$ cat config.mk
export PLATFORM = sky130hd
export DESIGN_NAME = i2c_regwr_target
export DESIGN_NICKNAME = d
export VERILOG_FILES = /design/src/rtl/i2c_regwr_pkg.sv /design/src/rtl/i2c_bus_sampler.sv /design/src/rtl/i2c_reg_range.sv /design/src/rtl/i2c_regwr_target.sv
export SDC_FILE = /design/constraint.sdc
export NUM_CORES = 1
export LEC_CHECK = 0
export BUFFER_PORTS_ARGS = -buffer_cell sky130_fd_sc_hd__buf_2
export CAP_MARGIN = 20
export CORE_ASPECT_RATIO = 1.5
export CORE_UTILIZATION = 46
export DETAILED_ROUTE_END_ITERATION = 12
export SETUP_SLACK_MARGIN = 0.02
export SLEW_MARGIN = 25
export SYNTH_ARGS = -nofsm -noshare
export SYNTH_HDL_FRONTEND = slang
export SYNTH_SLANG_ARGS = --single-unit
$ cat constraint.sdc
create_clock -name clk -period 2.2 [get_ports clk]
set_input_delay 0.22 -clock clk [delete_from_list [all_inputs] [get_ports clk]]
set_output_delay 0.22 -clock clk [all_outputs]
set_load 0.02 [all_outputs]
$ cat src/rtl/i2c_regwr_pkg.sv
package i2c_regwr_pkg;
   localparam int BYTE_W = 8;
   localparam int BIT_CW = 4;

   typedef enum logic [2:0] {
      ST_IDLE,
      ST_DEV,
      ST_REG,
      ST_DATA,
      ST_IGNORE
   } phase_t;
endpackage

$ cat src/rtl/i2c_bus_sampler.sv
module i2c_bus_sampler #(
   parameter int STAGES = 2
) (
   input  logic clk,
   input  logic rst_n,
   input  logic scl_i,
   input  logic sda_i,
   output logic scl_s,
   output logic sda_s,
   output logic scl_rise,
   output logic scl_fall,
   output logic start_evt,
   output logic stop_evt
);
   logic [STAGES-1:0] scl_q, sda_q;
   logic              scl_p, sda_p;

   generate
      if (STAGES < 2) begin : g_bad
         $error("i2c_bus_sampler: STAGES must be at least 2");
      end
   endgenerate

   always_ff @(posedge clk or negedge rst_n) begin
      if (!rst_n) begin
         scl_q <= '1;
         sda_q <= '1;
         scl_p <= 1'b1;
         sda_p <= 1'b1;
      end else begin
         scl_q <= {scl_q[STAGES-2:0], scl_i};
         sda_q <= {sda_q[STAGES-2:0], sda_i};
         scl_p <= scl_q[STAGES-1];
         sda_p <= sda_q[STAGES-1];
      end
   end

   assign scl_s     = scl_q[STAGES-1];
   assign sda_s     = sda_q[STAGES-1];
   assign scl_rise  = scl_s & ~scl_p;
   assign scl_fall  = ~scl_s & scl_p;
   assign start_evt = scl_s & scl_p & sda_p & ~sda_s;
   assign stop_evt  = scl_s & scl_p & ~sda_p & sda_s;
endmodule

$ cat src/rtl/i2c_reg_range.sv
module i2c_reg_range #(
   parameter int AW        = 8,
   parameter int REG_COUNT = 24
) (
   input  logic [AW-1:0] addr,
   output logic          valid
);
   localparam int SPACE = 1 << AW;

   generate
      if (REG_COUNT < 1 || REG_COUNT > SPACE) begin : g_bad
         $error("i2c_reg_range: REG_COUNT out of range");
      end
      if (REG_COUNT == SPACE) begin : g_full
         assign valid = 1'b1;
      end else begin : g_part
         assign valid = (int'(addr) < REG_COUNT);
      end
   endgenerate
endmodule

$ cat src/rtl/i2c_regwr_target.sv
module i2c_regwr_target
   import i2c_regwr_pkg::*;
#(
   parameter logic [6:0] DEV_ADDR    = 7'h2A,
   parameter int         REG_COUNT   = 24,
   parameter int         SYNC_STAGES = 2
) (
   input  logic              clk,
   input  logic              rst_n,
   input  logic              scl_i,
   input  logic              sda_i,
   output logic              sda_oe,
   output logic              wr_strobe,
   output logic [BYTE_W-1:0] wr_addr,
   output logic [BYTE_W-1:0] wr_data
);
   localparam logic [BIT_CW-1:0] FULL = BIT_CW'(BYTE_W);

   logic scl_s, sda_s, scl_rise, scl_fall, start_evt, stop_evt;
   logic reg_ok;

   phase_t              st;
   logic                ack_phase;
   logic [BIT_CW-1:0]   bit_cnt;
   logic [BYTE_W-1:0]   shreg;
   logic [BYTE_W-1:0]   reg_ptr;

   i2c_bus_sampler #(.STAGES(SYNC_STAGES)) u_samp (
      .clk(clk), .rst_n(rst_n), .scl_i(scl_i), .sda_i(sda_i),
      .scl_s(scl_s), .sda_s(sda_s), .scl_rise(scl_rise), .scl_fall(scl_fall),
      .start_evt(start_evt), .stop_evt(stop_evt)
   );

   i2c_reg_range #(.AW(BYTE_W), .REG_COUNT(REG_COUNT)) u_range (
      .addr(shreg), .valid(reg_ok)
   );

   wire receiving = (st == ST_DEV) || (st == ST_REG) || (st == ST_DATA);
   wire byte_end  = receiving && !ack_phase && scl_fall && (bit_cnt == FULL);

   always_ff @(posedge clk or negedge rst_n) begin
      if (!rst_n) begin
         st        <= ST_IDLE;
         ack_phase <= 1'b0;
         bit_cnt   <= '0;
         shreg     <= '0;
         reg_ptr   <= '0;
         sda_oe    <= 1'b0;
         wr_strobe <= 1'b0;
         wr_addr   <= '0;
         wr_data   <= '0;
      end else begin
         wr_strobe <= 1'b0;
         if (start_evt) begin
            st        <= ST_DEV;
            ack_phase <= 1'b0;
            bit_cnt   <= '0;
            sda_oe    <= 1'b0;
         end else if (stop_evt) begin
            st        <= ST_IDLE;
            ack_phase <= 1'b0;
            bit_cnt   <= '0;
            sda_oe    <= 1'b0;
         end else if (receiving) begin
            if (ack_phase) begin
               if (scl_fall) begin
                  sda_oe    <= 1'b0;
                  ack_phase <= 1'b0;
                  bit_cnt   <= '0;
               end
            end else if (scl_rise && bit_cnt < FULL) begin
               shreg   <= {shreg[BYTE_W-2:0], sda_s};
               bit_cnt <= bit_cnt + 1'b1;
            end else if (byte_end) begin
               unique case (st)
                  ST_DEV: begin
                     if (shreg[BYTE_W-1:1] == DEV_ADDR && !shreg[0]) begin
                        sda_oe    <= 1'b1;
                        ack_phase <= 1'b1;
                        st        <= ST_REG;
                     end else begin
                        st <= ST_IGNORE;
                     end
                  end
                  ST_REG: begin
                     if (reg_ok) begin
                        reg_ptr   <= shreg;
                        sda_oe    <= 1'b1;
                        ack_phase <= 1'b1;
                        st        <= ST_DATA;
                     end else begin
                        st <= ST_IGNORE;
                     end
                  end
                  default: begin
                     sda_oe    <= 1'b1;
                     ack_phase <= 1'b1;
                     wr_strobe <= 1'b1;
                     wr_addr   <= reg_ptr;
                     wr_data   <= shreg;
                     reg_ptr   <= reg_ptr + 1'b1;
                  end
               endcase
            end
         end
      end
   end
endmodule

==> impl_summary.txt <==
----------------------------------------------------
[Outcome]
  Status ... finished, final reports clean

[Worst setup path]
  Maximum fanout count along the critical path ... 10
  FF-to-FF setup slack ... ~0.26 ns
  Count of cells along the worst register-to-register path ... 3
  Crit path kind ... flip-flop to flip-flop
  Critical Path Source Type ... flip-flop
  Reg-to-Reg Start ... u_samp.scl_q[1]
  Critical path data required time ... 2.38 ns
  Cells along the critical path ... nor4b_1 -> and2_1 -> mux2_1
  Slowest stage cell, crit path ... sky130_fd_sc_hd__dfstp_2
  Type of destination of the critical path ... flip-flop
  Arrival time of the worst setup path ... about 2.1 ns
  Reg2reg end ... shreg[3]
  Crit-path max cell delay ... 0.59 ns

[Finish]
  Top library cells by usage in the layout, fill and taps aside ... sky130_fd_sc_hd__dfrtp_1, sky130_fd_sc_hd__buf_2, sky130_fd_sc_hd__mux2_1
  Proportion of layout cells with a drive suffix above 1 ... between 20% and 30%
  Diode insertion count for antenna repair ... 0
  Count of nets after finishing ... around 220
  Final Cell Area ... 0.00259 mm^2
  Layout overhead on the synthesized area ... 12.0%
  Most common cell after layout, fill and taps aside ... sky130_fd_sc_hd__dfrtp_1
  Filler instances ... around 410

[Floorplan]
  Core region area ... around 0.0048 mm^2
  Horiz. Die Dim ... around 60 um
  Number of placement rows ... 31
  Total die area ... between 0.005 and 0.006 mm^2
  Height of the chip ... a little under 90 um
  Ports placed on the boundary ... 22
  Starting Density ... approximately 48%

[Detailed routing]
  Detail-routed via count per cell ... around 5.6
  Via total after detailed routing ... 1,535
  Initial DRC Count ... ~90
  Drt total wl ... 4.20 mm
  Average wire per cell in the routed design ... 15.2 um
  Router iterations before antenna repair ... 4
  Antenna violation net count after detailed routing ... 0
  Residual DRC ... 0

[Clock network]
  Clock-pin slew on the worst setup and hold paths ... roughly 0.08 ns
  Clock tree from TritonCTS ... done
  Sinks on Clock Net ... 48
  Clock tree root buffer cell ... sky130_fd_sc_hd__clkbuf_8
  Inserted Clock Buffers ... 5
  Clock latency at the later pin of the worst-skew pair ... approximately 0.30 ns
  H-tree Lvls ... 2
  Post-CTS Setup Bufs ... 0
  CTS Buffer Depth ... 2

[Yosys]
  Post-synthesis sequential element count ... between 40 and 50
  Number of unique standard cell types used by synthesis ... 53
  Total of warnings raised by yosys ... 0
  Mean instance size in the synthesized netlist ... ~13 um^2
  Number of synthesized flops with an enable pin ... 0
  Proportion of register bits with asynchronous set or reset after synthesis ... 100%
  Number of nets in the synthesized netlist ... 190
  Count of mapped cells out of synthesis ... around 180
  Sequential cell area fraction in the yosys report ... 52.3%
  Primary FF master, synth ... sky130_fd_sc_hd__dfrtp_1
  Synth Cell Area ... 0.00231 mm^2

[Power and ir drop]
  Static leakage ... about 1.2 nW
  Combinational share of power ... between 10% and 20%
  Clock power share ... between 20% and 30%
  Switching Power ... ~0.52 mW
  Switching part of the total ... approximately 28%
  Int Pwr ... between 1 and 1.5 mW
  Reg power frac ... slightly below 60%
  Power density over the cells ... roughly 720 mW/mm^2
  Worst supply voltage drop on vdd ... 0.507 mV

[Run]
  # Max-Cap Violations ... 0

[STA]
  Min Clock Period, post-route ... roughly 1.9 ns
  Final Max Slew Viols ... 0
  Unrepaired setup endpoints after global routing ... false
  Setup-failing EPs final ... 0
  Maximum clock skew at final layout ... approximately 0.010 ns
  Final worst-path cycle share ... between 80% and 90%
  Final total negative setup slack ... 0 ns
  Count of endpoints failing hold in the final timing report ... 0
  Max-slew headroom ... 67.3%
  Transition time of the tightest slew-check pin ... between 0.4 and 0.5 ns
  Fmax ... just over 0.5 GHz

[Global routing]
  Via count of the first global-routing pass ... between 1,500 and 2,000
  Initial antenna violation count ... 0
  First-pass GRT wire length ... just over 7 mm
  Total congestion overflow ... 0
  Combined global-route utilization of all metal layers ... approximately 18%
  Maximum number of pins on one net before global-route repair ... between 40 and 50

[Worst hold path]
  Hold Crit Depth ... 1
  Worst min-delay path category ... input pin to flip-flop
  WHS Endpoint ... u_samp.sda_q[0]
  Hold Startpoint ... sda_i

[Place]
  Number of buffers added on ports ... 21
  Routability cong. ... ~0.85
  Hpwl dp ... approximately 3 mm
  Placed standard-cell area ... 0.00247 mm^2

----------------------------------------------------
synth_stat cells, types with 2 or more instances:
master | number | area share [%]
sky130_fd_sc_hd__dfrtp_1 | 42 | 45
sky130_fd_sc_hd__mux2_1 | 15 | 7.3
sky130_fd_sc_hd__nand2_1 | 14 | 2.3
sky130_fd_sc_hd__a21oi_1 | 12 | 2.6
sky130_fd_sc_hd__mux2_4 | 9 | 5.8
sky130_fd_sc_hd__dfstp_2 | 6 | 6.8
sky130_fd_sc_hd__nor2_1 | 6 | 0.97
sky130_fd_sc_hd__nand3_1 | 5 | 1.1
sky130_fd_sc_hd__o21ai_0 | 5 | 1.1
sky130_fd_sc_hd__and2_1 | 4 | 1.1
sky130_fd_sc_hd__inv_1 | 4 | 0.65
sky130_fd_sc_hd__o21a_1 | 4 | 1.3
sky130_fd_sc_hd__o21ai_1 | 4 | 0.87
sky130_fd_sc_hd__ha_1 | 3 | 1.6
sky130_fd_sc_hd__mux2i_1 | 3 | 1.3
sky130_fd_sc_hd__o22a_1 | 3 | 1.1
sky130_fd_sc_hd__a32o_1 | 2 | 0.87
sky130_fd_sc_hd__a32oi_1 | 2 | 0.76
sky130_fd_sc_hd__buf_2 | 2 | 0.43
sky130_fd_sc_hd__buf_4 | 2 | 0.65
sky130_fd_sc_hd__nand2b_1 | 2 | 0.54
sky130_fd_sc_hd__nor3b_2 | 2 | 1.1
sky130_fd_sc_hd__o2bb2ai_1 | 2 | 0.76
how the worst max path moves through the flow:
stage | start | end | cells past startpoint
after floorplan | bit_cnt[0] | wr_addr[2] | 7
after global placement | u_samp.scl_q[1] | shreg[6] | 3
after detailed placement | u_samp.scl_q[1] | shreg[3] | 3
after CTS | u_samp.scl_q[1] | shreg[3] | 3
after global routing | u_samp.scl_q[1] | shreg[6] | 3
final | u_samp.scl_q[1] | shreg[3] | 3
power by group through the flow:
stage          sequential (mW)  clock (mW)  combinational, mW
6_report                  1.10       0.530              0.231
5_1_grt                   1.12       0.594              0.259
4_1_cts                   1.11       0.554              0.233
3_5_place_dp              1.12           0              0.230
3_3_place_gp              1.12           0              0.221
2_1_floorplan             1.07           0              0.185
metrics by stage:
| stage | std cells | hold WS (ns) | power, mW | util, % | setup slack [ns] |
|---|---|---|---|---|---|
| after floorplan | 183 | -0.0756 | 1.25 | - | 0.454 |
| after global placement | 266 | 0.218 | 1.34 | 51.0 | 0.306 |
| after detailed placement | 266 | 0.224 | 1.35 | 51.0 | 0.256 |
| after CTS | 275 | 0.00447 | 1.89 | 53.2 | 0.227 |
| after global routing | 276 | 0.0113 | 1.97 | 53.4 | 0.0702 |
| final | 276 | 0.0231 | 1.86 | 53.4 | 0.257 |
cell type report:
cell class / instances / area [um^2] / area share (%)
Sequential cell: 48 / 1210 / 46.7
Multi-Input combinational cell: 124 / 1030 / 39.7
Timing Repair Buffer: 26 / 160 / 6.19
Clock buffer: 7 / 86.3 / 3.33
Tap cell: 66 / 82.6 / 3.19
Inverter: 4 / 15.0 / 0.580
Clock inverter: 1 / 7.51 / 0.290
timing repair:
action / CTS / global route
resized for setup: 0 / 0
hold endpoints to repair: 42 / 1
hold buffers: 1 / 1
kinds of logic after synthesis:
family                     count (synthesis)  share of synthesized area [%]
adders and majority gates                  3                           1.62
and+or+nand+nor                           45                           12.0
AOI/OAI and AO/OA                         47                           15.7
muxes                                     27                           14.4
DFF                                       48                           52.3
xor gates and xnor gates                   2                          0.758
buffers and inverters                     11                           3.25
metal layers:
metal	up-vias	share of wire (%)	track usage, %
li1	726	-	-
met1	775	41	19.7
met2	28	55	32.2
met3	6	2.1	4.09
met4	0	1.6	6.98
met5	-	0	0
registers in the layout, summed over array words and instances, names as in the netlist:
name	cells
u_samp.scl_p	1
ack_phase	1
wr_strobe	1
u_samp.sda_p	1
u_samp.sda_q	2
u_samp.scl_q	2
shreg	8
bit_cnt	4
sda_oe	1
reg_ptr	8
st	3
wr_addr	8
wr_data	8
worst max-delay path, delay by kind of cell, from the launching register on:
family	cells	cell delay, ns
DFF	1	0.59
and+or+nand+nor	2	0.86
muxes	1	0.37
No activity file was read; power rests on OpenSTA's default activity.
